`src/rtl/ss_seq_pkg.sv`:
```
package ss_seq_pkg;
  typedef enum logic [1:0] {
    SS_IDLE   = 2'd0,
    SS_CHARGE = 2'd1,
    SS_RUN    = 2'd2,
    SS_DISCH  = 2'd3
  } ss_state_e;
endpackage

```
`src/rtl/ss_uvlo_hyst.sv`:
```
module ss_uvlo_hyst #(
  parameter int VW  = 8,
  parameter int ON  = 143,
  parameter int OFF = 137
) (
  input  logic          clk_i,
  input  logic          rst_ni,
  input  logic [VW-1:0] code_i,
  output logic          ok_o
);
  localparam logic [VW-1:0] ON_V  = VW'(ON);
  localparam logic [VW-1:0] OFF_V = VW'(OFF);

  logic ok_q;

  // Two thresholds: rise at ON, fall at OFF, hold in between.
  always_ff @(posedge clk_i or negedge rst_ni) begin
    if (!rst_ni) ok_q <= 1'b0;
    else if (ok_q) ok_q <= (code_i > OFF_V);
    else ok_q <= (code_i >= ON_V);
  end

  assign ok_o = ok_q;
endmodule

```
`src/rtl/ss_oc_filter.sv`:
```
module ss_oc_filter #(
  parameter int N = 5
) (
  input  logic clk_i,
  input  logic rst_ni,
  input  logic raw_i,
  output logic flt_o
);
  localparam int CW = $clog2(N + 1);
  localparam logic [CW-1:0] FULL = CW'(N);

  logic [CW-1:0] run_q;

  // Consecutive-sample counter; any low sample restarts it.
  always_ff @(posedge clk_i or negedge rst_ni) begin
    if (!rst_ni) run_q <= '0;
    else if (!raw_i) run_q <= '0;
    else if (run_q != FULL) run_q <= run_q + 1'b1;
  end

  assign flt_o = (run_q == FULL);
endmodule

```
`src/rtl/ss_ramp_ctrl.sv`:
```
module ss_ramp_ctrl
  import ss_seq_pkg::*;
#(
  parameter int CW       = 8,
  parameter int CLAMP    = 96,
  parameter int CLEAR_TH = 10,
  parameter int DIS_DIV  = 10
) (
  input  logic          clk_i,
  input  logic          rst_ni,
  input  logic          active_i,
  input  logic          oc_flt_i,
  output logic [CW-1:0] cnt_o,
  output logic          fault_o
);
  localparam int PW = (DIS_DIV > 1) ? $clog2(DIS_DIV) : 1;
  localparam logic [CW-1:0] CLAMP_V  = CW'(CLAMP);
  localparam logic [CW-1:0] CLR_V    = CW'(CLEAR_TH);
  localparam logic [PW-1:0] PRE_LAST = PW'(DIS_DIV - 1);

  ss_state_e     st_q;
  logic [CW-1:0] cnt_q;
  logic          flt_q;
  logic [PW-1:0] pre_q;

  always_ff @(posedge clk_i or negedge rst_ni) begin
    if (!rst_ni) begin
      st_q  <= SS_IDLE;
      cnt_q <= '0;
      flt_q <= 1'b0;
      pre_q <= '0;
    end else if (!active_i) begin
      // Sleep or undervoltage: ramp parked at zero, latch still set-dominant.
      st_q  <= SS_IDLE;
      cnt_q <= '0;
      flt_q <= oc_flt_i;
      pre_q <= '0;
    end else begin
      unique case (st_q)
        SS_IDLE: begin
          if (oc_flt_i) flt_q <= 1'b1;
          else begin
            flt_q <= 1'b0;
            st_q  <= SS_CHARGE;
          end
        end
        SS_CHARGE: begin
          if (oc_flt_i) flt_q <= 1'b1;
          if (cnt_q >= CLAMP_V - 1'b1) begin
            // End of the charge cycle: a pending fault turns it into discharge.
            cnt_q <= CLAMP_V;
            pre_q <= '0;
            st_q  <= (flt_q || oc_flt_i) ? SS_DISCH : SS_RUN;
          end else begin
            cnt_q <= cnt_q + 1'b1;
          end
        end
        SS_RUN: begin
          if (oc_flt_i) begin
            flt_q <= 1'b1;
            pre_q <= '0;
            st_q  <= SS_DISCH;
          end
        end
        SS_DISCH: begin
          if (!oc_flt_i && (cnt_q <= CLR_V)) begin
            // Latch clears at the low threshold; restart from the current count.
            flt_q <= 1'b0;
            pre_q <= '0;
            st_q  <= SS_CHARGE;
          end else if (pre_q == PRE_LAST) begin
            pre_q <= '0;
            if (cnt_q != '0) cnt_q <= cnt_q - 1'b1;
          end else begin
            pre_q <= pre_q + 1'b1;
          end
        end
        default: st_q <= SS_IDLE;
      endcase
    end
  end

  assign cnt_o   = cnt_q;
  assign fault_o = flt_q;
endmodule

```
`src/rtl/ss_flag_dec.sv`:
```
module ss_flag_dec #(
  parameter int CW       = 8,
  parameter int TRACK_TH = 12,
  parameter int SW_TH    = 28,
  parameter int SEC_TH   = 80
) (
  input  logic          active_i,
  input  logic          fault_i,
  input  logic          oc_flt_i,
  input  logic [CW-1:0] cnt_i,
  output logic          ref_track_o,
  output logic          drv_en_o,
  output logic          sec_loop_en_o
);
  localparam int NTH = 3;
  localparam logic [CW-1:0] TH_V [NTH] = '{CW'(TRACK_TH), CW'(SW_TH), CW'(SEC_TH)};

  logic [NTH-1:0] above;

  for (genvar g = 0; g < NTH; g++) begin : g_cmp
    assign above[g] = (cnt_i >= TH_V[g]);
  end

  logic drv_ok;
  assign drv_ok        = active_i && !fault_i && !oc_flt_i && above[1];
  assign ref_track_o   = active_i && above[0];
  assign drv_en_o      = drv_ok;
  assign sec_loop_en_o = drv_ok && above[2];
endmodule

```
`src/rtl/ss_hiccup_seq.sv`:
```
module ss_hiccup_seq #(
  parameter int CNT_W    = 8,
  parameter int TRACK_TH = 12,
  parameter int SW_TH    = 28,
  parameter int SEC_TH   = 80,
  parameter int CLAMP    = 96,
  parameter int CLEAR_TH = 10,
  parameter int DIS_DIV  = 10,
  parameter int OC_FILT  = 5,
  parameter int VCC_W    = 8,
  parameter int VCC_ON   = 143,
  parameter int VCC_OFF  = 137
) (
  input  logic             clk_i,
  input  logic             rst_ni,
  input  logic             en_i,
  input  logic [VCC_W-1:0] vcc_code_i,
  input  logic             oc_raw_i,
  output logic [CNT_W-1:0] ss_cnt_o,
  output logic             fault_o,
  output logic             drv_en_o,
  output logic             sec_loop_en_o,
  output logic             ref_track_o
);
  logic uv_ok;
  logic oc_flt;
  logic active;
  logic [CNT_W-1:0] cnt;
  logic fault;

  ss_uvlo_hyst #(.VW(VCC_W), .ON(VCC_ON), .OFF(VCC_OFF)) u_uvlo (
    .clk_i(clk_i), .rst_ni(rst_ni), .code_i(vcc_code_i), .ok_o(uv_ok)
  );

  ss_oc_filter #(.N(OC_FILT)) u_ocf (
    .clk_i(clk_i), .rst_ni(rst_ni), .raw_i(oc_raw_i), .flt_o(oc_flt)
  );

  assign active = en_i && uv_ok;

  ss_ramp_ctrl #(.CW(CNT_W), .CLAMP(CLAMP), .CLEAR_TH(CLEAR_TH), .DIS_DIV(DIS_DIV)) u_ramp (
    .clk_i(clk_i), .rst_ni(rst_ni), .active_i(active), .oc_flt_i(oc_flt),
    .cnt_o(cnt), .fault_o(fault)
  );

  ss_flag_dec #(.CW(CNT_W), .TRACK_TH(TRACK_TH), .SW_TH(SW_TH), .SEC_TH(SEC_TH)) u_dec (
    .active_i(active), .fault_i(fault), .oc_flt_i(oc_flt), .cnt_i(cnt),
    .ref_track_o(ref_track_o), .drv_en_o(drv_en_o), .sec_loop_en_o(sec_loop_en_o)
  );

  assign ss_cnt_o = cnt;
  assign fault_o  = fault;
endmodule

```
`config.mk`:
```
export PLATFORM = sky130hd
export DESIGN_NAME = ss_hiccup_seq
export DESIGN_NICKNAME = d
export VERILOG_FILES = /design/src/rtl/ss_seq_pkg.sv /design/src/rtl/ss_uvlo_hyst.sv /design/src/rtl/ss_oc_filter.sv /design/src/rtl/ss_ramp_ctrl.sv /design/src/rtl/ss_flag_dec.sv /design/src/rtl/ss_hiccup_seq.sv
export SDC_FILE = /design/constraint.sdc
export NUM_CORES = 1
export LEC_CHECK = 0
export ABC_AREA = 1
export ABC_CLOCK_PERIOD_IN_PS = 1700
export BUFFER_PORTS_ARGS = -buffer_cell sky130_fd_sc_hd__buf_2
export CELL_PAD_IN_SITES_DETAIL_PLACEMENT = 0
export CELL_PAD_IN_SITES_GLOBAL_PLACEMENT = 2
export CORE_AREA = 2 2 75 77
export DETAILED_ROUTE_END_ITERATION = 7
export DIE_AREA = 0 0 77 79
export GPL_TIMING_DRIVEN = 0
export PLACE_DENSITY_LB_ADDON = 0.1
export SLEW_MARGIN = 20
export SYNTH_ARGS = -nofsm -noshare
export SYNTH_HDL_FRONTEND = slang
export SYNTH_SLANG_ARGS = --single-unit
```
`constraint.sdc`:
```
create_clock -name clk_i -period 1.7 [get_ports clk_i]
set_input_delay 0.34 -clock clk_i [delete_from_list [all_inputs] [get_ports clk_i]]
set_output_delay 0.34 -clock clk_i [all_outputs]
set_load 0.05 [all_outputs]
```
==> results.toml, run 1 <==
[outcome]
status = "complete, but fails checks"
violations = "setup timing"

[detailed_routing]
vias = 1607
drt-total-wl_um = 4560
final_antenna_net_count = 0
post_drt_wl_per_cell_um = 13.2
drcViolationCount = 0
viasPerCell = 4.66
drtIter0Drc = 58
drt_pass1_iterations = 4

[setup_path]
r2r.worst_path.cells = 8
critPathCapture = "sec_loop_en_o"
r2r_start = "u_ramp.cnt_o[7]"
reg2reg_slack_ns = 0.06
cp_max_fo = 5
crit_type = "reg -> out"
cp.arrival_ns = 1.44
critical_path.startpoint_type = "register"
cp-startpoint = "u_ramp.cnt_o[5]"
end_kind = "primary output"
cp.required_ns = 1.36
r2r_end = "u_ramp.st_q[1]"

[floorplanning]
core_um2 = 5340
start_util_pct = 29.7
rows = 27
ios = 24
die_w_um = 77
die_h_um = 79
die_area_um2 = 6080

[timing]
slew_viol_final = 0
skew_ns = 0.00527
tightest_slew_ns = 0.473
fin_crit_sh_pct = 105
rsz0062_at_grt = "true"
hold_viol = 0
timing.fmax_mhz = 560
holdWs_ns = 0.0215
slew_headroom_pct = 68.4
min_period_ns = 1.78
fin_ws_ns = -0.0842
setup_viol_count_final = 2

[clocking]
cts_tree = "built"
holdBufCountCts = 0
cts_root_buf = "clkbuf_8"
insertion_delay_ns = 0.26
numCtsBuffers = 3
clk_pin_slew_worst_paths_ns = 0.08
clkSinkCount = 19
cts.htree.levels = 1
clockBufferDepth = 2

[synth]
synthesis.area_um2 = 1590
ys_seq_area_share_pct = 30.0
syn_inst = 229
yosysUniqueCellTypes = 30
synth_top_area_share_pct = 30.0
avgSynthCellArea_um2 = 6.93
synth_seq_cells = 19
synth_area_leaders = "dfrtp_1 30%, nand2_1 16%, ha_1 8.7%"
yosysWarnings = 0
syn_nets = 252
synth_largest_area_cell = "dfrtp_1"

[cells_and_area]
areaGrowthSynthToFinish_pct = 38.2
antenna_cells = 0
drive_above_1_share_pct = 38.5
final_common_cell = "nand2_1"
layout_common_cells = "62 x nand2_1, 20 x buf_2, 20 x buf_4"
post_layout_nonfiller_instances = 345
finalNetCount = 297
fillers = 608

[global_route]
grt_pass1_wl_um = 7580
antenna_found_initial = 0
first_global_vias = 1575
grt_use_total_pct = 15.7
grt_max_degree = 20
grt_overflow = 0

[placed_design]
port_buffers = 23
place_inst = 324
place.gp.congestion = 0.776
hpwlAfterDp_um = 3250

[power]
vdd_drop_max_uv = 242
power_per_cell_area_nw_per_um2 = 486
p_leak_uw = 0.00113

[job]
drv_cap = 0

[hold_path]
hold_class = "in -> async"
report_power, final:
| part | switching [µW] | total [µW] | leakage [µW] | internal, µW |
|---|---|---|---|---|
| Combinational | 149 | 244 | 0.000863 | 94.6 |
| Clock | 167 | 335 | 0.0000228 | 167 |
| Sequential | 18.0 | 486 | 0.000244 | 468 |
registers in the layout (all words and copies together) (netlist names):
name	cells
u_uvlo.ok_o	1
u_ramp.pre_q	4
u_ramp.st_q	2
u_ramp.fault_o	1
u_ramp.cnt_o	8
u_ocf.run_q	3
metrics by stage:
step | worst slack [ns] | total power (µW) | cell area (µm²) | setup TNS, ns | util, %
after detailed placement | -0.111 | 692 | 1860 | -0.699 | 34.8
after global routing | -0.136 | 1130 | 2190 | -0.544 | 41.1
final | -0.0842 | 1060 | 2190 | -0.165 | 41.1
after floorplan | -0.200 | 626 | 1650 | -0.200 | -
after global placement | -0.138 | 694 | 1860 | -0.965 | 34.8
after CTS | -0.0809 | 1060 | 2030 | -0.145 | 38.1
Yosys cell counts (all sizes together):
library cell and instances:
dfrtp 19, ha 11, a211oi 1, nand2 72, nor3 3, inv 27, o21a 1, nand3 21
o21ai 22, clkinv 1, buf 6, a31oi 2, a21boi 2, nand4 4, nor4 1, nor2 23
nand3b 1, a21oi 8, o21bai 1, xor2 3
per-layer routing:
metal,vias to the layer above,GRT usage (%),part of all wire (%)
met5,-,0,0
li1,827,-,-
met3,6,1.82,1.7
met2,13,28.7,51
met1,761,19.7,46
met4,0,3.93,1.1
cells by family after synthesis:
logic type | count (synthesis) | synth area share (%)
flops | 19 | 30.0
xor+xnor | 3 | 1.66
simple gates | 125 | 36.0
compound gates | 37 | 13.3
fa+ha+maj | 11 | 8.67
buf+inv | 34 | 10.3
what timing repair did:
item,in CTS,in global routing
resized for setup,20,21
gates cloned,0,1
endpoints found under the setup margin,16,17
buffers inserted,14,6
hold endpoints to repair,0,0
pin swaps,5,7
worst max-delay path, cell delays in order (launching register included):
cell	delay, ns
dfrtp_2	0.46
clkinv_4	0.11
nand2_4	0.07
a21oi_2	0.07
nor4_4	0.28
buf_6	0.19
area by class of cell:
type / count / area, µm² / area share, %
flip-flops and latches: 19 / 487 / 22.2
repair buffers: 44 / 309 / 14.1
plain buffers: 2 / 30.0 / 1.37
well taps: 72 / 90.1 / 4.11
inverters: 28 / 118 / 5.37
multi-input cells: 176 / 1110 / 50.8
clock buffers: 4 / 45.0 / 2.05
worst min path at each step:
| stage | start | to | slack, ns | cells past startpoint |
|---|---|---|---|---|
| 3_5_place_dp | rst_ni | u_uvlo.ok_o | 0.33 | 1 |
| 5_1_grt | rst_ni | u_uvlo.ok_o | 0.05 | 1 |
| 6_report | rst_ni | u_uvlo.ok_o | 0.02 | 1 |
| 3_3_place_gp | rst_ni | u_ramp.st_q[0] | 0.33 | 1 |
| 4_1_cts | rst_ni | u_ramp.st_q[0] | 0.04 | 1 |
| 2_1_floorplan | rst_ni | u_ocf.run_q[0] | 0.04 | 0 |
No activity file was read; power rests on OpenSTA's default activity.
==> inputs of run 2 (changes only) <==
--- a/config.mk
+++ b/config.mk
@@ -18,4 +18,5 @@
 export SLEW_MARGIN = 20
 export SYNTH_ARGS = -nofsm -noshare
 export SYNTH_HDL_FRONTEND = slang
+export SYNTH_HIERARCHICAL = 1
 export SYNTH_SLANG_ARGS = --single-unit
==> results.toml, run 2 <==
[outcome]
status = "complete, but fails checks"
violations = "setup timing"

[cells_and_area]
final_common_cell = "nand2_1"
layout_common_cells = "61 x nand2_1, 25 x nand3_1, 24 x inv_1"
largest_reg_flops = 8
post-route-util_pct = 39.5
areaGrowthSynthToFinish_pct = 31.4
drive_above_1_share_pct = 32.0
antenna_cells = 0
finalNetCount = 304

[synth]
synth.most_common_cell = "nand2_1"
synth_largest_area_cell = "dfrtp_1"
avgSynthCellArea_um2 = 6.81
yosys_most_used_dff = "dfrtp_1"
yosysWarnings = 6
syn_inst = 236
synth_top_area_share_pct = 29.6
yosysUniqueCellTypes = 29
ys_seq_area_share_pct = 29.6
synth_top_cells_by_count = "66 x nand2_1, 28 x inv_1, 26 x nand3_1"
syn_nets = 261
synth_edf_count = 0
synthesis.area_um2 = 1610
synth-async-reset-ratio_pct = 100
synth_seq_cells = 19
synth_area_leaders = "dfrtp_1 30%, nand2_1 15%, ha_1 10%"

[floorplanning]
start_util_pct = 30.1
die_h_um = 79
core_um2 = 5340
die_area_um2 = 6080
die_w_um = 77
ios = 24
rows = 27

[timing]
fin_ws_ns = -0.186
tightest_slew_ns = 0.476
slew_headroom_pct = 68.3
hold_viol = 0
slew_viol_final = 0
skew_ns = 0.00172
min_period_ns = 1.89
fin_crit_sh_pct = 111
setup_viol_count_final = 2
timing.fmax_mhz = 530
rsz0062_at_grt = "true"

[setup_path]
end_kind = "primary output"
cp_max_fo = 2
critical_path.slowest_cell = "dfrtp_1"
cp.arrival_ns = 1.55
crit_type = "reg -> out"
cp.required_ns = 1.36
critical_path.startpoint_type = "register"
slowest_delay_ns = 0.42
worstPathCellList = "ha_4, nand2_4, inv_4, nor3b_4, nand2_2, nor2_4, buf_8"

[global_route]
grt_use_total_pct = 15.5
grt_max_degree = 20
first_global_vias = 1578
grt_pass1_wl_um = 7610
antenna_found_initial = 0
grt_overflow = 0

[power]
vdd_drop_max_uv = 239
power_per_cell_area_nw_per_um2 = 517
p_leak_uw = 0.00109

[clocking]
insertion_delay_ns = 0.26
clk_pin_slew_worst_paths_ns = 0.08
numCtsBuffers = 3
clkSinkCount = 19
clockBufferDepth = 2
cts_root_buf = "clkbuf_8"
cts.htree.levels = 1
cts_tree = "built"

[detailed_routing]
drtIter0Drc = 98
drt-total-wl_um = 4540
drt-met1-wl_um = 2260
post_drt_wl_per_cell_um = 13.0
wl_met2_um = 2060
viasPerCell = 4.56
drcViolationCount = 0
topRoutingLayerUsed = "met4"
final_antenna_net_count = 0
drt_pass1_iterations = 4
met3_length_um = 195
vias = 1596

[placed_design]
place.gp.congestion = 0.763
hpwlAfterDp_um = 3140
port_buffers = 23
pre_cts_ws_ns = -0.222

[job]
drv_cap = 0

[hold_path]
hold_class = "in -> async"
-- run 2: cell types whose count changed after synthesis, sizes merged, moves of 2 or more --
cell    previous run  this run
o21ai             22        20
nand3             21        27
ha                11        13
inv               27        34
a21boi             2         0
nor2              23        21
nand4              4         6
a21oi              8         6
-- run 2: cell families (layout without fill, tap and decap cells) --
kind of cell / after synthesis / count (layout) / share of synthesized area (%)
flip-flops: 19 / 19 / 29.6
AO/OA/AOI/OAI: 32 / 32 / 12.1
AND/OR/NAND/NOR: 131 / 131 / 37.0
buffers and inverters: 39 / 81 / 10.0
XOR/XNOR: 2 / 2 / 1.09
adder cells (fa/ha/maj): 13 / 13 / 10.1
-- run 2: critical path: cells and delay by family (launching register included) --
kind	cells	cell delay [ns]
fa+ha+maj	1	0.18
buf+inv	2	0.19
flops	1	0.42
simple gates	4	0.49
-- run 2: worst paths after layout --
kind	from	end	slack, ns	cells after the start
worst max-delay path	u_ocf/run_q[0]	sec_loop_en_o	-0.19	7
worst min-delay path	rst_ni	u_ramp/cnt_o[6]	0.03	1
worst max register to register	u_ocf/run_q[1]	u_ramp/cnt_o[7]	0.07	13
worst min register to register	u_ramp/pre_q[3]	u_ramp/pre_q[3]	0.55	2
max in group asynchronous	rst_ni	u_ramp/cnt_o[1]	1.32	1
min in group clk_i	vcc_code_i[7]	u_uvlo/ok_o	0.28	3
-- run 2: routing by layer --
| metal | global-route usage [%] | vias to the layer above |
|---|---|---|
| li1 | - | 849 |
| met1 | 21.4 | 713 |
| met2 | 25.4 | 32 |
| met3 | 2.39 | 2 |
| met4 | 4.29 | 0 |
| met5 | 0 | - |
-- run 2: metrics by stage --
step / instances / area, µm² / hold slack [ns] / TNS, ns / power [µW]
2_1_floorplan: 236 / 1620 / 0.0444 / -0.0175 / 643
3_3_place_gp: 331 / 1830 / 0.335 / -0.892 / 711
3_5_place_dp: 331 / 1830 / 0.340 / -0.919 / 711
4_1_cts: 341 / 1950 / 0.0483 / -0.302 / 1080
5_1_grt: 350 / 2110 / 0.0563 / -0.962 / 1180
6_report: 350 / 2110 / 0.0251 / -0.322 / 1090
-- run 2: area by class of cell --
| type | count | area, µm² |
|---|---|---|
| Clock inverter | 1 | 5.00 |
| Timing Repair Buffer | 38 | 268 |
| Fill cell | 625 | 3230 |
| Inverter | 34 | 140 |
| Buffer | 5 | 42.5 |
| Clock buffer | 3 | 41.3 |
| Multi-Input combinational cell | 178 | 1040 |
| Tap cell | 72 | 90.1 |
| Sequential cell | 19 | 485 |
-- run 2: report_power, final --
part	switching (µW)	internal (µW)
registers	22.2	468
logic	157	114
clock network	167	163
total	346	746
-- run 2: what timing repair did --
action | in CTS | in global routing
pin swaps | 3 | 9
endpoints found under the setup margin | 13 | 18
cloned | 0 | 1
hold buffers | 0 | 0
setup buffers | 6 | 9
gates resized for setup | 11 | 26
